### src/rtl/ssp_pkg.sv
package ssp_pkg;
  localparam int unsigned SSP_DIV   = 12;
  localparam int unsigned SSP_NBITS = 8;

  typedef enum logic [1:0] {
    OP_IDLE = 2'd0,
    OP_TX   = 2'd1,
    OP_RX   = 2'd2
  } ssp_op_e;
endpackage

### src/rtl/ssp_clkdiv.sv
module ssp_clkdiv #(
  parameter int unsigned DIV = ssp_pkg::SSP_DIV
) (
  input  logic clk_i,
  input  logic rst_ni,
  input  logic run_i,
  output logic sclk_o,
  output logic rise_stb_o,
  output logic end_stb_o
);
  localparam int unsigned HALF = DIV / 2;
  localparam int unsigned CW   = $clog2(DIV);
  localparam logic [CW-1:0] LAST  = CW'(DIV - 1);
  localparam logic [CW-1:0] PRE_R = CW'(HALF - 1);
  localparam logic [CW-1:0] HALFV = CW'(HALF);

  logic [CW-1:0] cnt_q;

  always_ff @(posedge clk_i or negedge rst_ni) begin
    if (!rst_ni)                      cnt_q <= '0;
    else if (!run_i || cnt_q == LAST) cnt_q <= '0;
    else                              cnt_q <= cnt_q + 1'b1;
  end

  assign sclk_o     = !(run_i && cnt_q < HALFV);
  assign rise_stb_o = run_i && cnt_q == PRE_R;
  assign end_stb_o  = run_i && cnt_q == LAST;


  low_run_len_chk: assert property (@(posedge clk_i) disable iff (!rst_ni)
    run_i && $past(run_i) && $fell(sclk_o) |-> $past(cnt_q) == LAST);

  high_run_start_chk: assert property (@(posedge clk_i) disable iff (!rst_ni)
    run_i && $rose(sclk_o) |-> cnt_q == HALFV);
endmodule

### src/rtl/ssp_shifter.sv
module ssp_shifter #(
  parameter int unsigned NBITS = ssp_pkg::SSP_NBITS
) (
  input  logic             clk_i,
  input  logic             rst_ni,
  input  logic             load_i,
  input  logic [NBITS-1:0] load_val_i,
  input  logic             shift_out_i,
  input  logic             shift_in_i,
  input  logic             in_bit_i,
  input  logic             bit_end_i,
  output logic [NBITS-1:0] q_o,
  output logic             last_o
);
  localparam int unsigned BW = $clog2(NBITS);
  localparam logic [BW-1:0] LASTB = BW'(NBITS - 1);

  logic [NBITS-1:0] sh_q;
  logic [BW-1:0]    bit_q;

  always_ff @(posedge clk_i or negedge rst_ni) begin
    if (!rst_ni)          sh_q <= '0;
    else if (load_i)      sh_q <= load_val_i;
    else if (shift_in_i)  sh_q <= {in_bit_i, sh_q[NBITS-1:1]};
    else if (shift_out_i) sh_q <= {1'b1, sh_q[NBITS-1:1]};
  end

  always_ff @(posedge clk_i or negedge rst_ni) begin
    if (!rst_ni)        bit_q <= '0;
    else if (load_i)    bit_q <= '0;
    else if (bit_end_i) bit_q <= bit_q + 1'b1;
  end

  assign q_o    = sh_q;
  assign last_o = bit_q == LASTB;
endmodule

### src/rtl/sync_shift_port.sv
module sync_shift_port
  import ssp_pkg::*;
#(
  parameter int unsigned DIV   = SSP_DIV,
  parameter int unsigned NBITS = SSP_NBITS
) (
  input  logic             clk_i,
  input  logic             rst_ni,
  input  logic             wr_i,
  input  logic [NBITS-1:0] wr_byte_i,
  input  logic             rx_en_i,
  input  logic             tx_done_clr_i,
  input  logic             rx_done_clr_i,
  input  logic             data_i,
  output logic             data_pd_o,
  output logic             sclk_o,
  output logic             busy_o,
  output logic             tx_done_o,
  output logic             rx_done_o,
  output logic [NBITS-1:0] rx_byte_o
);
  ssp_op_e          op_q;
  logic             run, rise_stb, end_stb, last_bit, finish;
  logic             start_tx, start_rx;
  logic [NBITS-1:0] sh_q;
  logic             tx_done_q, rx_done_q;
  logic [NBITS-1:0] rx_byte_q;

  assign run      = op_q != OP_IDLE;
  assign start_tx = !run && wr_i;
  assign start_rx = !run && !wr_i && rx_en_i && !rx_done_q;
  assign finish   = end_stb && last_bit;

  ssp_clkdiv #(.DIV(DIV)) u_div (
    .clk_i, .rst_ni,
    .run_i      (run),
    .sclk_o     (sclk_o),
    .rise_stb_o (rise_stb),
    .end_stb_o  (end_stb)
  );

  ssp_shifter #(.NBITS(NBITS)) u_sh (
    .clk_i, .rst_ni,
    .load_i      (start_tx || start_rx),
    .load_val_i  (start_tx ? wr_byte_i : '0),
    .shift_out_i (op_q == OP_TX && end_stb),
    .shift_in_i  (op_q == OP_RX && rise_stb),
    .in_bit_i    (data_i),
    .bit_end_i   (end_stb),
    .q_o         (sh_q),
    .last_o      (last_bit)
  );

  always_ff @(posedge clk_i or negedge rst_ni) begin
    if (!rst_ni)       op_q <= OP_IDLE;
    else if (start_tx) op_q <= OP_TX;
    else if (start_rx) op_q <= OP_RX;
    else if (finish)   op_q <= OP_IDLE;
  end

  // set wins over a same-cycle clear
  always_ff @(posedge clk_i or negedge rst_ni) begin
    if (!rst_ni) begin
      tx_done_q <= 1'b0;
      rx_done_q <= 1'b0;
      rx_byte_q <= '0;
    end else begin
      if (finish && op_q == OP_TX) tx_done_q <= 1'b1;
      else if (tx_done_clr_i)      tx_done_q <= 1'b0;
      if (finish && op_q == OP_RX) begin
        rx_done_q <= 1'b1;
        rx_byte_q <= sh_q;
      end else if (rx_done_clr_i) begin
        rx_done_q <= 1'b0;
      end
    end
  end

  assign data_pd_o = op_q == OP_TX && !sh_q[0];
  assign busy_o    = run;
  assign tx_done_o = tx_done_q;
  assign rx_done_o = rx_done_q;
  assign rx_byte_o = rx_byte_q;


  idle_clk_high_chk: assert property (@(posedge clk_i) disable iff (!rst_ni)
    !busy_o |-> sclk_o);

  rx_release_chk: assert property (@(posedge clk_i) disable iff (!rst_ni)
    op_q == OP_RX |-> !data_pd_o);

  rx_hold_chk: assert property (@(posedge clk_i) disable iff (!rst_ni)
    rx_done_q && !run && !rx_done_clr_i |=> op_q != OP_RX);

  tx_flag_cause_chk: assert property (@(posedge clk_i) disable iff (!rst_ni)
    $rose(tx_done_q) |-> $past(op_q) == OP_TX && !busy_o);

  no_restart_chk: assert property (@(posedge clk_i) disable iff (!rst_ni)
    run && wr_i && !finish |=> $stable(op_q));
endmodule

### config.mk
export PLATFORM = sky130hd
export DESIGN_NAME = sync_shift_port
export DESIGN_NICKNAME = d
export VERILOG_FILES = /design/src/rtl/ssp_pkg.sv /design/src/rtl/ssp_clkdiv.sv /design/src/rtl/ssp_shifter.sv /design/src/rtl/sync_shift_port.sv
export SDC_FILE = /design/constraint.sdc
export NUM_CORES = 1
export LEC_CHECK = 0
export ABC_CLOCK_PERIOD_IN_PS = 4800
export BUFFER_PORTS_ARGS = -buffer_cell sky130_fd_sc_hd__clkbuf_2
export CORE_UTILIZATION = 50
export CTS_CLUSTER_SIZE = 24
export DETAILED_ROUTE_END_ITERATION = 6
export PLACE_DENSITY = 0.74
export SLEW_MARGIN = 10
export SYNTH_ARGS = -nofsm -noshare
export SYNTH_HDL_FRONTEND = slang
export SYNTH_HIERARCHICAL = 1
export SYNTH_SLANG_ARGS = --single-unit
### constraint.sdc
create_clock -name clk_i -period 4.8 [get_ports clk_i]
set_clock_uncertainty 0.15 [all_clocks]
set_input_delay 0.24 -clock clk_i [delete_from_list [all_inputs] [get_ports clk_i]]
set_output_delay 0.24 -clock clk_i [all_outputs]
set_load 0.005 [all_outputs]
; Word level (Yosys, flattened, before mapping)
; Index checks and enable logic that the tools add are counted.
[op_classes]
addsub = 2
n_mul = 0
n_div = 0
order_cmp = 1
n_eq_ne = 5
shift = 0
n_mux = 14
n_bitwise = 0
n_reduce_logical = 26
[ops]
columns = operator, count
row1 = $mux W8, 4
row2 = $logic_and A1 B1 Y1, 13
row3 = $reduce_bool A2 Y1, 4
row4 = $mux W2, 3
row5 = $mux W3, 2
row6 = $reduce_bool A3 Y1, 2
row7 = $logic_not A1 Y1, 5
row8 = $add A4 B1 Y4 const B, 1
row9 = $eq A4 B3 Y1 const B, 1
row10 = $eq A4 B4 Y1 const B, 1
row11 = $lt A4 B3 Y1 const B, 1
row12 = $mux W1, 4
row13 = $mux W4, 1
row14 = $add A3 B1 Y3 const B, 1
row15 = $eq A3 B3 Y1 const B, 1
row16 = $eq A2 B1 Y1 const B, 1
row17 = $eq A2 B2 Y1 const B, 1
row18 = $logic_or A1 B1 Y1, 2
[totals]
register_bits = 27
latchBits = 0
mem_bits_rw = 0
romBits = 0
out_inout_bits = 13
mem_count = 0

; Depth between registers and ports, before layout
; Gate-level depths: netlist of run 1.
[depth]
word_depth = 7
depth_mapped = 10
ltp_nobuf = 7

; Cells and area by module
; The synthesis of run 1 kept the hierarchy.
[by_module_without_submodules]
columns = module, instances, cells_each, area_each_um2, seq_area_each_um2
row1 = ssp_shifter, 1, 50, 586.8, 275.3
row2 = sync_shift_port, 1, 48, 565.5, 300.3
row3 = ssp_clkdiv, 1, 23, 232.7, 100.1

; Least setup slack after synthesis of run 1
; OpenSTA, ideal clock, no wires.
[synth_timing]
path_kind = register -> register
start = reg op_q[1]
end = reg u_sh.sh_q[0] (netlist: u_sh/q_o[0])
arrival_time_ps = 2051
slack_ps = 2473
path_stages_with_launch = 11
n_path_buf = 3
period_less_slack_ps = 2327
cell_sequence = dfrtp_1 -> nor2_1 -> buf_2 -> inv_1 -> nor2b_1 -> and3_1 -> and3b_1 -> buf_4 -> or2_1 -> buf_6 -> a221o_1
[synth_between]
elab_cells_between_ends = 17
cone_classes = eq/ne (2) / mux (3) / reduce/logical (12)
[synth_lines]
columns = item, line
row1 = start: declaration, sync_shift_port.sv:22  ; ssp_op_e op_q;
row2 = start signal: assignment, sync_shift_port.sv:55  ; if (!rst_ni) op_q <= OP_IDLE;
row3 = start signal: assignment, sync_shift_port.sv:56  ; else if (start_tx) op_q <= OP_TX;
row4 = start signal: assignment, sync_shift_port.sv:57  ; else if (start_rx) op_q <= OP_RX;
row5 = $reduce_bool A2 Y1 *, sync_shift_port.sv:29  ; assign run = op_q != OP_IDLE;
row6 = named net busy_o, sync_shift_port.sv:17  ; output logic busy_o,
row7 = $logic_and A1 B1 Y1 *, ssp_clkdiv.sv:26  ; assign rise_stb_o = run_i && cnt_q == PRE_R;
row8 = named net rise_stb, sync_shift_port.sv:23  ; logic run, rise_stb, end_stb, last_bit, finish;
row9 = $logic_and A1 B1 Y1 *, sync_shift_port.sv:47  ; .shift_in_i (op_q == OP_RX && rise_stb),
row10 = $mux W8, ssp_shifter.sv:24  ; else if (shift_in_i) sh_q <= {in_bit_i, sh_q[NBITS-1:1]};
row11 = $mux W8, ssp_shifter.sv:23  ; else if (load_i) sh_q <= load_val_i;
row12 = end signal: assignment, ssp_shifter.sv:23
row13 = end signal: assignment, ssp_shifter.sv:24
row14 = end signal: assignment, ssp_shifter.sv:25  ; else if (shift_out_i) sh_q <= {1'b1, sh_q[NBITS-1:1]};
row15 = end: declaration, ssp_shifter.sv:18  ; logic [NBITS-1:0] sh_q;
; The timed path passes the listed nets; every way through them passes the cells marked *.
; A chain may end at the register's enable or synchronous reset.

; Final worst setup path of run 1
[layout_timing]
start = reg op_q[1]
end = reg u_sh.sh_q[0] (netlist: u_sh/q_o[0])
[layout_between]
elab_cells_between_ends = 17
cone_classes = eq/ne (2) / mux (3) / reduce/logical (12)
[layout_lines]
columns = item, line
row1 = $reduce_bool A2 Y1 *, sync_shift_port.sv:29
row2 = $logic_and A1 B1 Y1 *, ssp_clkdiv.sv:26
row3 = named net rise_stb, sync_shift_port.sv:23
row4 = $logic_and A1 B1 Y1 *, sync_shift_port.sv:47
row5 = $mux W8, ssp_shifter.sv:24
row6 = $mux W8, ssp_shifter.sv:23
; Marked as above.

==> results of run 1 <==
[per-stage QoR]
| stage | cells | utilization | area (µm²) | power [W] |
|---|---|---|---|---|
| after CTS | 178 | 0.615 | 1560 | 0.000616 |
| after global routing | 178 | 0.615 | 1560 | 0.000658 |
| after detailed placement | 171 | 0.592 | 1510 | 0.000517 |
| after floorplan | 121 | - | 1390 | 0.000462 |
| after global placement | 171 | 0.592 | 1510 | 0.000503 |
| final | 178 | 0.615 | 1560 | 0.000608 |
[worst min-delay path, cell delays in order]
cell and delay (ps):
sky130_fd_sc_hd__clkbuf_2 80, sky130_fd_sc_hd__nor2b_1 110, sky130_fd_sc_hd__o31ai_1 80
[metal layers]
| metal | share of wire | vias up | routed length, µm |
|---|---|---|---|
| met5 | 0 | - | 0 |
| met1 | 0.51 | 459 | 1280 |
| met4 | 0.0076 | 0 | 19 |
| li1 | - | 496 | - |
| met3 | 0.037 | 2 | 92 |
| met2 | 0.45 | 24 | 1120 |
[worst max-delay path by stage]
stage / to / cells after the start / start
2_1_floorplan: u_sh/q_o[0] / 10 / op_q[1]
3_3_place_gp: u_sh/q_o[1] / 7 / op_q[1]
3_5_place_dp: u_sh/q_o[0] / 7 / op_q[1]
4_1_cts: u_sh/q_o[0] / 7 / op_q[1]
5_1_grt: u_sh/q_o[0] / 7 / op_q[1]
6_report: u_sh/q_o[0] / 7 / op_q[1]
[cell usage in the layout, fill, tap and decap left out, types with 2 or more instances in the layout]
cell type                       count
sky130_fd_sc_hd__dlygate4sd3_1      3
sky130_fd_sc_hd__mux2_2             8
sky130_fd_sc_hd__clkbuf_2          27
sky130_fd_sc_hd__and3b_1            2
sky130_fd_sc_hd__nor4b_1            7
sky130_fd_sc_hd__a221o_1            7
sky130_fd_sc_hd__and3_1            10
sky130_fd_sc_hd__nor3b_1            4
sky130_fd_sc_hd__nor2_1             7
sky130_fd_sc_hd__ha_1               4
sky130_fd_sc_hd__mux2i_1            3
sky130_fd_sc_hd__dfrtp_1           27
sky130_fd_sc_hd__inv_1              6
sky130_fd_sc_hd__nor2b_1           11
sky130_fd_sc_hd__clkbuf_4           3
sky130_fd_sc_hd__nand2_1            5
[where the power goes]
group	switching [W]	total, W	internal (W)
clock	0.0000658	0.0000969	0.0000312
sequential	0.0000486	0.000326	0.000278
combinational	0.0000853	0.000184	0.0000991
[cell families after synthesis]
| kind of cell | count (synthesis) | synth area share |
|---|---|---|
| XOR/XNOR | 1 | 0.00632 |
| adder cells (fa/ha/maj) | 4 | 0.0361 |
| multiplexers | 11 | 0.0867 |
| AND/OR/NAND/NOR | 51 | 0.240 |
| buffers and inverters | 13 | 0.0533 |
| flip-flops | 27 | 0.488 |
| AO/OA/AOI/OAI | 14 | 0.0894 |
[sequential cells by signal (all words and copies together) (netlist names)]
register     cells
rx_done_o        1
u_sh/q_o         8
rx_byte_o        8
u_div/cnt_q      4
u_sh/bit_q       3
op_q             2
tx_done_o        1
[layout make-up]
cell class	instances	area, µm²	share of cell area
Clock buffer	3	22.5	0.0144
Sequential cell	27	676	0.432
Tap cell	30	37.5	0.0240
Inverter	6	22.5	0.0144
Timing Repair Buffer	30	165	0.106
Multi-Input combinational cell	81	636	0.406
Clock inverter	1	5.00	0.00320
==> impl_summary.txt, run 1 <==
----------------------------------------------------
[Outcome]
  Outcome ... complete, no violations

[Global route]
  GR peak layer ... met2
  Wire length of the first global-routing pass ... roughly 4 mm
  Antenna violations before repair ... 0
  Via count of the first global-routing pass ... between 800 and 900
  Global-route usage over all layers ... 0.193
  Grt met1 use ... 0.264
  Global routing usage on met2 ... 0.301
  GRT Residual Overflow ... 0
  Routing usage on met3 ... 0.0306
  Pin count of the biggest net entering global routing ... 28

[Timing]
  Fin crit share ... 0.575
  Fin worst setup slack ... 2040 ps
  Number of pins with negative max-slew slack in the final report ... 0
  Slew at the pin closest to its max-slew limit ... 807 ps
  Fin Setup TNS ... 0 ps
  Minimum period implied by the final worst setup slack ... between 2000 and 3000 ps
  Hold Worst Slack ... roughly 70 ps
  Maximum frequency from static timing analysis ... between 0.3 and 0.4 GHz
  Remaining max-slew budget at the tightest pin ... 0.462
  Final hold viol count ... 0
  Unrepaired setup endpoints after global routing ... no
  Final setup vio count ... 0

[Logic synthesis]
  Distinct cells, synth ... 30
  Post-synthesis instance total ... around 120
  Post-synthesis instance area ... between 1000 and 1500 µm²
  Biggest area contributors in the synthesized netlist ... sky130_fd_sc_hd__dfrtp_1 (49%), sky130_fd_sc_hd__mux2_2 (6.5%), sky130_fd_sc_hd__a221o_1 (5.1%)
  Number of enable-type register cells in the synthesized netlist ... 0
  Fraction of the yosys area taken by sequential cells ... 0.488
  Dominant synthesized flop cell ... sky130_fd_sc_hd__dfrtp_1
  Post-synthesis register bit count ... 27
  Net count after synthesis ... 140
  Cell with the most instances after synthesis ... sky130_fd_sc_hd__dfrtp_1
  Synth top cells by count ... sky130_fd_sc_hd__dfrtp_1 (27), sky130_fd_sc_hd__nor2b_1 (11), sky130_fd_sc_hd__and3_1 (10)
  Area fraction of the dominant cell type after synthesis ... 0.488
  Mean instance size in the synthesized netlist ... roughly 11 µm²
  Largest area contributor in the synthesized netlist ... sky130_fd_sc_hd__dfrtp_1
  Async set or reset register ratio after synthesis ... 1.00
  Yosys Warn Count ... 6

[Routing]
  Antenna-violating nets left ... 0
  Aggregate routed wire length ... around 2.5 mm
  DRC violations left ... 0
  Initial DRT Pass Iterations ... 4
  DR WL/cell ... about 14 µm
  Routed vias/inst ... 5.51
  Violation count after the first detailed-routing iteration ... 28
  Detailed-route via count ... 981

[Setup path]
  CP required ... a little under 5000 ps
  Arrival time reported for the critical path endpoint ... 2830 ps
  CP Max Fanout ... 12
  Crit path capture type ... register
  Cell type of the slowest stage on the worst timing path ... sky130_fd_sc_hd__nor2_1
  Critical path buffers and inverters ... 1
  Highest cell delay on the worst timing path ... 510 ps
  Cell breakdown of the critical path ... nor2_1, inv_1, nor2b_1, and3_1, and3b_1, or2_1, a221o_1
  Classification of the worst setup path ... reg2reg
  Largest delay contributor family on the critical path ... simple AND/OR/NAND/NOR gates
  Capture point of the worst reg-to-reg path ... u_sh/q_o[0]
  Sort of element at the start of the critical path ... register
  Setup slack on the worst flop-to-flop path ... a little over 2000 ps
  R2R depth ... 7
  Origin of the critical flop-to-flop path ... op_q[1]

[Clock tree]
  Number of resized instances in the post-cts repair step ... 0
  Postcts setup bufs ... 0
  Maximum count of clock buffers along a single path ... 2
  Number of buffers inserted during clock tree synthesis ... 3
  Clock net sink count ... 27
  CTS tree ... yes
  Clock-pin slew on the worst setup and hold paths ... roughly 150 ps
  Level count of the clock H-tree ... 1
  Source-to-sink clock delay at the later pin of the worst-skew pair ... approximately 320 ps
  Cell chosen for the clock root ... sky130_fd_sc_hd__clkbuf_4
  Number of hold-repair buffers added at the cts stage ... 3

[Job]
  Max-cap check violation count ... 0

[Cells and area]
  Area added between synthesis and finish ... 12.9%
  Fraction of final layout cells sized beyond drive strength 1 ... 0.270
  Number of nets in the layout ... about 170
  Antenna diodes ... 0
  Number of fill cells ... around 210

[Min path]
  Worst min path class ... in2reg
  Worst hold path cell count ... 3
  Endpoint of the worst hold-timing path ... u_sh/q_o[7]
  Hold path startpoint ... data_i

[Die]
  Count of boundary I/O pins ... 28
  Placeable core area ... roughly 2500 µm²
  Starting density of the core ... 0.544
  Standard-cell row count ... 18
  Chip Width ... 54.6 µm
  Die extent in y ... 54.6 µm
  Die area ... slightly below 3000 µm²

[Placed design]
  Setup slack at placement ... approximately 2100 ps
  Final GP Congestion ... about 0.8
  Number of buffers inserted by port buffering ... 27
  HPWL after detailed placement ... approximately 1.8 mm

[Power]
  Power Dens Cells ... 389 nW/µm²
  Maximum vdd ir drop ... approximately 0.35 mV
  Static leakage ... 0.839 nW

----------------------------------------------------
(Power assumes the default switching activity.)
==> inputs of run 2 (changes only) <==
--- a/config.mk
+++ b/config.mk
@@ -5,7 +5,7 @@
 export SDC_FILE = /design/constraint.sdc
 export NUM_CORES = 1
 export LEC_CHECK = 0
-export ABC_CLOCK_PERIOD_IN_PS = 4800
+export ABC_CLOCK_PERIOD_IN_PS = 2800
 export BUFFER_PORTS_ARGS = -buffer_cell sky130_fd_sc_hd__clkbuf_2
 export CORE_UTILIZATION = 50
 export CTS_CLUSTER_SIZE = 24
==> constraint.sdc (replaced) <==
create_clock -name clk_i -period 2.8 [get_ports clk_i]
set_clock_uncertainty 0.15 [all_clocks]
set_input_delay 0.14 -clock clk_i [delete_from_list [all_inputs] [get_ports clk_i]]
set_output_delay 0.14 -clock clk_i [all_outputs]
set_load 0.005 [all_outputs]
==> run 2 against run 1 <==
Clock-buffer cell count rose by 1. Global-route usage rose by 1.8 points. Critical path depth did not move. Non-clock buffer count rose by 3. Routed wire length rose by 5.2%. Worst hold slack got worse by 44 ps. Utilization rose by 0.93 points. Largest power group unchanged. First-iteration DRC count fell by 32%. Fmax rose by 11%. Worst setup slack got worse by 1700 ps. Critical path type unchanged.
==> impl_summary.txt, run 2 (synthesis gave the netlist of run 1 again) <==
----------------------------------------------------
[Setup path]
  CP Max Fanout ... 9 (-3)
  CP required ... 2910 ps (-1960 ps)
  Arrival time reported for the critical path endpoint ... 2610 ps (-220 ps)
  Classification of the worst setup path ... reg2reg
  Critical path buffers and inverters ... 1 (unchanged)
  Largest delay contributor family on the critical path ... simple AND/OR/NAND/NOR gates
  Crit path capture type ... register
  Cell type of the slowest stage on the worst timing path ... sky130_fd_sc_hd__nor2_1
  Cell breakdown of the critical path ... ha_1, and3b_1, and2_1, inv_1, nor2_1, or2_1, a221o_1
  Sort of element at the start of the critical path ... register
  Highest cell delay on the worst timing path ... 450 ps (-60 ps)

[Cells and area]
  Antenna diodes ... 0 (unchanged)
  Number of nets in the layout ... 171 (+1.8%)
  Commonest cells after routing, fill and taps aside ... sky130_fd_sc_hd__clkbuf_2 (27), sky130_fd_sc_hd__dfrtp_1 (27), sky130_fd_sc_hd__nor2b_1 (11), sky130_fd_sc_hd__and3_1 (10), sky130_fd_sc_hd__mux2_2 (8)
  Number of fill cells ... 220 (+3.3%)
  Fraction of final layout cells sized beyond drive strength 1 ... 0.272 (+0.00125)
  Final standard cell area without fillers ... 1590 µm² (+1.5%)
  Area added between synthesis and finish ... 14.6%

[Die]
  Count of boundary I/O pins ... 28 (unchanged)
  Die area ... 2980 µm² (unchanged)
  Standard-cell row count ... 18 (unchanged)
  Placeable core area ... 2540 µm² (unchanged)
  Die extent in y ... 54.6 µm (unchanged)
  Starting density of the core ... 0.544 (unchanged)
  Chip Width ... 54.6 µm (unchanged)

[Global route]
  Antenna violations before repair ... 0 (unchanged)
  Global-route usage over all layers ... 0.210 (+0.0176)
  GRT Residual Overflow ... 0 (unchanged)
  Wire length of the first global-routing pass ... 4.33 mm (+8.1%)
  Via count of the first global-routing pass ... 993 (+11%)
  Pin count of the biggest net entering global routing ... 28 (unchanged)

[Placed design]
  Final GP Congestion ... 0.797 (-0.69%)
  Number of buffers inserted by port buffering ... 27 (unchanged)
  DP Area ... 1520 µm² (+1.0%)
  HPWL after detailed placement ... 1.94 mm (+5.9%)

[Routing]
  Antenna-violating nets left ... 0 (unchanged)
  Violation count after the first detailed-routing iteration ... 19 (-32%)
  Detailed-route via count ... 1035 (+5.5%)
  DRC violations left ... 0 (unchanged)
  Routed vias/inst ... 5.72 (+3.8%)
  DR WL/cell ... 14.6 µm (+3.4%)
  Initial DRT Pass Iterations ... 4 (unchanged)
  Aggregate routed wire length ... 2.64 mm (+5.2%)

[Timing]
  Slew at the pin closest to its max-slew limit ... 666 ps (-141 ps)
  Fin crit share ... 0.890 (+0.315)
  Final hold viol count ... 0 (unchanged)
  Minimum period implied by the final worst setup slack ... 2490 ps (-267 ps)
  Unrepaired setup endpoints after global routing ... no
  Hold Worst Slack ... 25.1 ps (-44.3 ps)
  Remaining max-slew budget at the tightest pin ... 0.556 (+0.0938)
  Number of pins with negative max-slew slack in the final report ... 0 (unchanged)
  Final setup vio count ... 0 (unchanged)
  Maximum frequency from static timing analysis ... 0.401 GHz (+11%)
  Fin Setup TNS ... 0 ps (unchanged)

[Clock tree]
  Cell chosen for the clock root ... sky130_fd_sc_hd__clkbuf_4
  Maximum count of clock buffers along a single path ... 2 (unchanged)
  Source-to-sink clock delay at the later pin of the worst-skew pair ... 310 ps (about the same)
  Clock net sink count ... 27 (unchanged)
  Number of buffers inserted during clock tree synthesis ... 3 (unchanged)
  CTS tree ... yes
  Clock-pin slew on the worst setup and hold paths ... 140 ps (about the same)
  Level count of the clock H-tree ... 1 (unchanged)

[Job]
  Max-cap check violation count ... 0 (unchanged)

[Outcome]
  Outcome ... complete, no violations

[Power]
  Static leakage ... 0.851 nW (+1.5%)
  Maximum vdd ir drop ... 0.543 mV (+56%)
  Power Dens Cells ... 666 nW/µm² (+71%)

[Min path]
  Worst min path class ... in2reg

----------------------------------------------------
==> run 2: changes by cell type in the layout (fill, tap and decap cells not counted), sizes merged <==
cell,previous run,this run
clkbuf,30,31
buf,0,2
clkinv,1,0
dlygate4sd3,3,4
==> run 2: cell type report <==
| cell class | count | area (µm²) | area share |
|---|---|---|---|
| sequential | 27 | 676 | 0.426 |
| inverter | 6 | 22.5 | 0.0142 |
| timing repair buffer | 33 | 190 | 0.120 |
| clock buffer | 4 | 26.3 | 0.0165 |
| multi-input combinational | 81 | 636 | 0.400 |
| tap | 30 | 37.5 | 0.0236 |
==> run 2: metal layers <==
| layer | global-route usage | vias to the layer above | share of wire |
|---|---|---|---|
| met5 | 0 | - | 0 |
| met4 | 0.0769 | 0 | 0.0072 |
| met3 | 0.0333 | 2 | 0.033 |
| met2 | 0.359 | 33 | 0.51 |
| met1 | 0.263 | 507 | 0.45 |
| li1 | - | 493 | - |
==> run 2: final timing paths <==
path	startpoint	end	slack [ps]	cells past startpoint
worst max-delay path	u_div/cnt_q[0]	u_sh/q_o[1]	310	7
worst min register to register	rx_byte_o[1]	rx_byte_o[1]	370	1
worst max register to register	u_div/cnt_q[0]	u_sh/q_o[1]	310	7
max in group asynchronous	rst_ni	u_sh/q_o[7]	1870	2
min in group asynchronous	rst_ni	rx_byte_o[2]	210	2
worst min-delay path	wr_byte_i[4]	u_sh/q_o[4]	30	3
==> run 2: what timing repair did <==
| item | 4_1_cts | 5_1_grt |
|---|---|---|
| endpoints found under the setup margin | 0 | 0 |
| setup buffers | 0 | 0 |
| gates resized for setup | 0 | 0 |
| hold buffers | 4 | 0 |
| endpoints found under the hold margin | 30 | 0 |
==> run 2: metrics by stage <==
step | setup slack, ps | std cells | util | power (W)
2_1_floorplan | 473 | 121 | - | 0.000791
3_3_place_gp | 509 | 173 | 0.598 | 0.000869
3_5_place_dp | 341 | 173 | 0.598 | 0.000901
4_1_cts | 306 | 181 | 0.624 | 0.00107
5_1_grt | 131 | 181 | 0.624 | 0.00113
6_report | 308 | 181 | 0.624 | 0.00106
==> run 2: report_power, final <==
part	switching (W)	internal [W]
Clock	0.000110	0.0000557
Sequential	0.0000872	0.000476
Combinational	0.000153	0.000176
Total	0.000350	0.000708
==> run 2: worst register-to-register path, delay by kind of cell, from the launching register on <==
| kind | cells | cell delay, ps |
|---|---|---|
| and+or+nand+nor | 4 | 1340 |
| DFF | 1 | 430 |
| adders and majority gates | 1 | 240 |
| AOI/OAI and AO/OA | 1 | 200 |
| buffers and inverters | 1 | 80 |
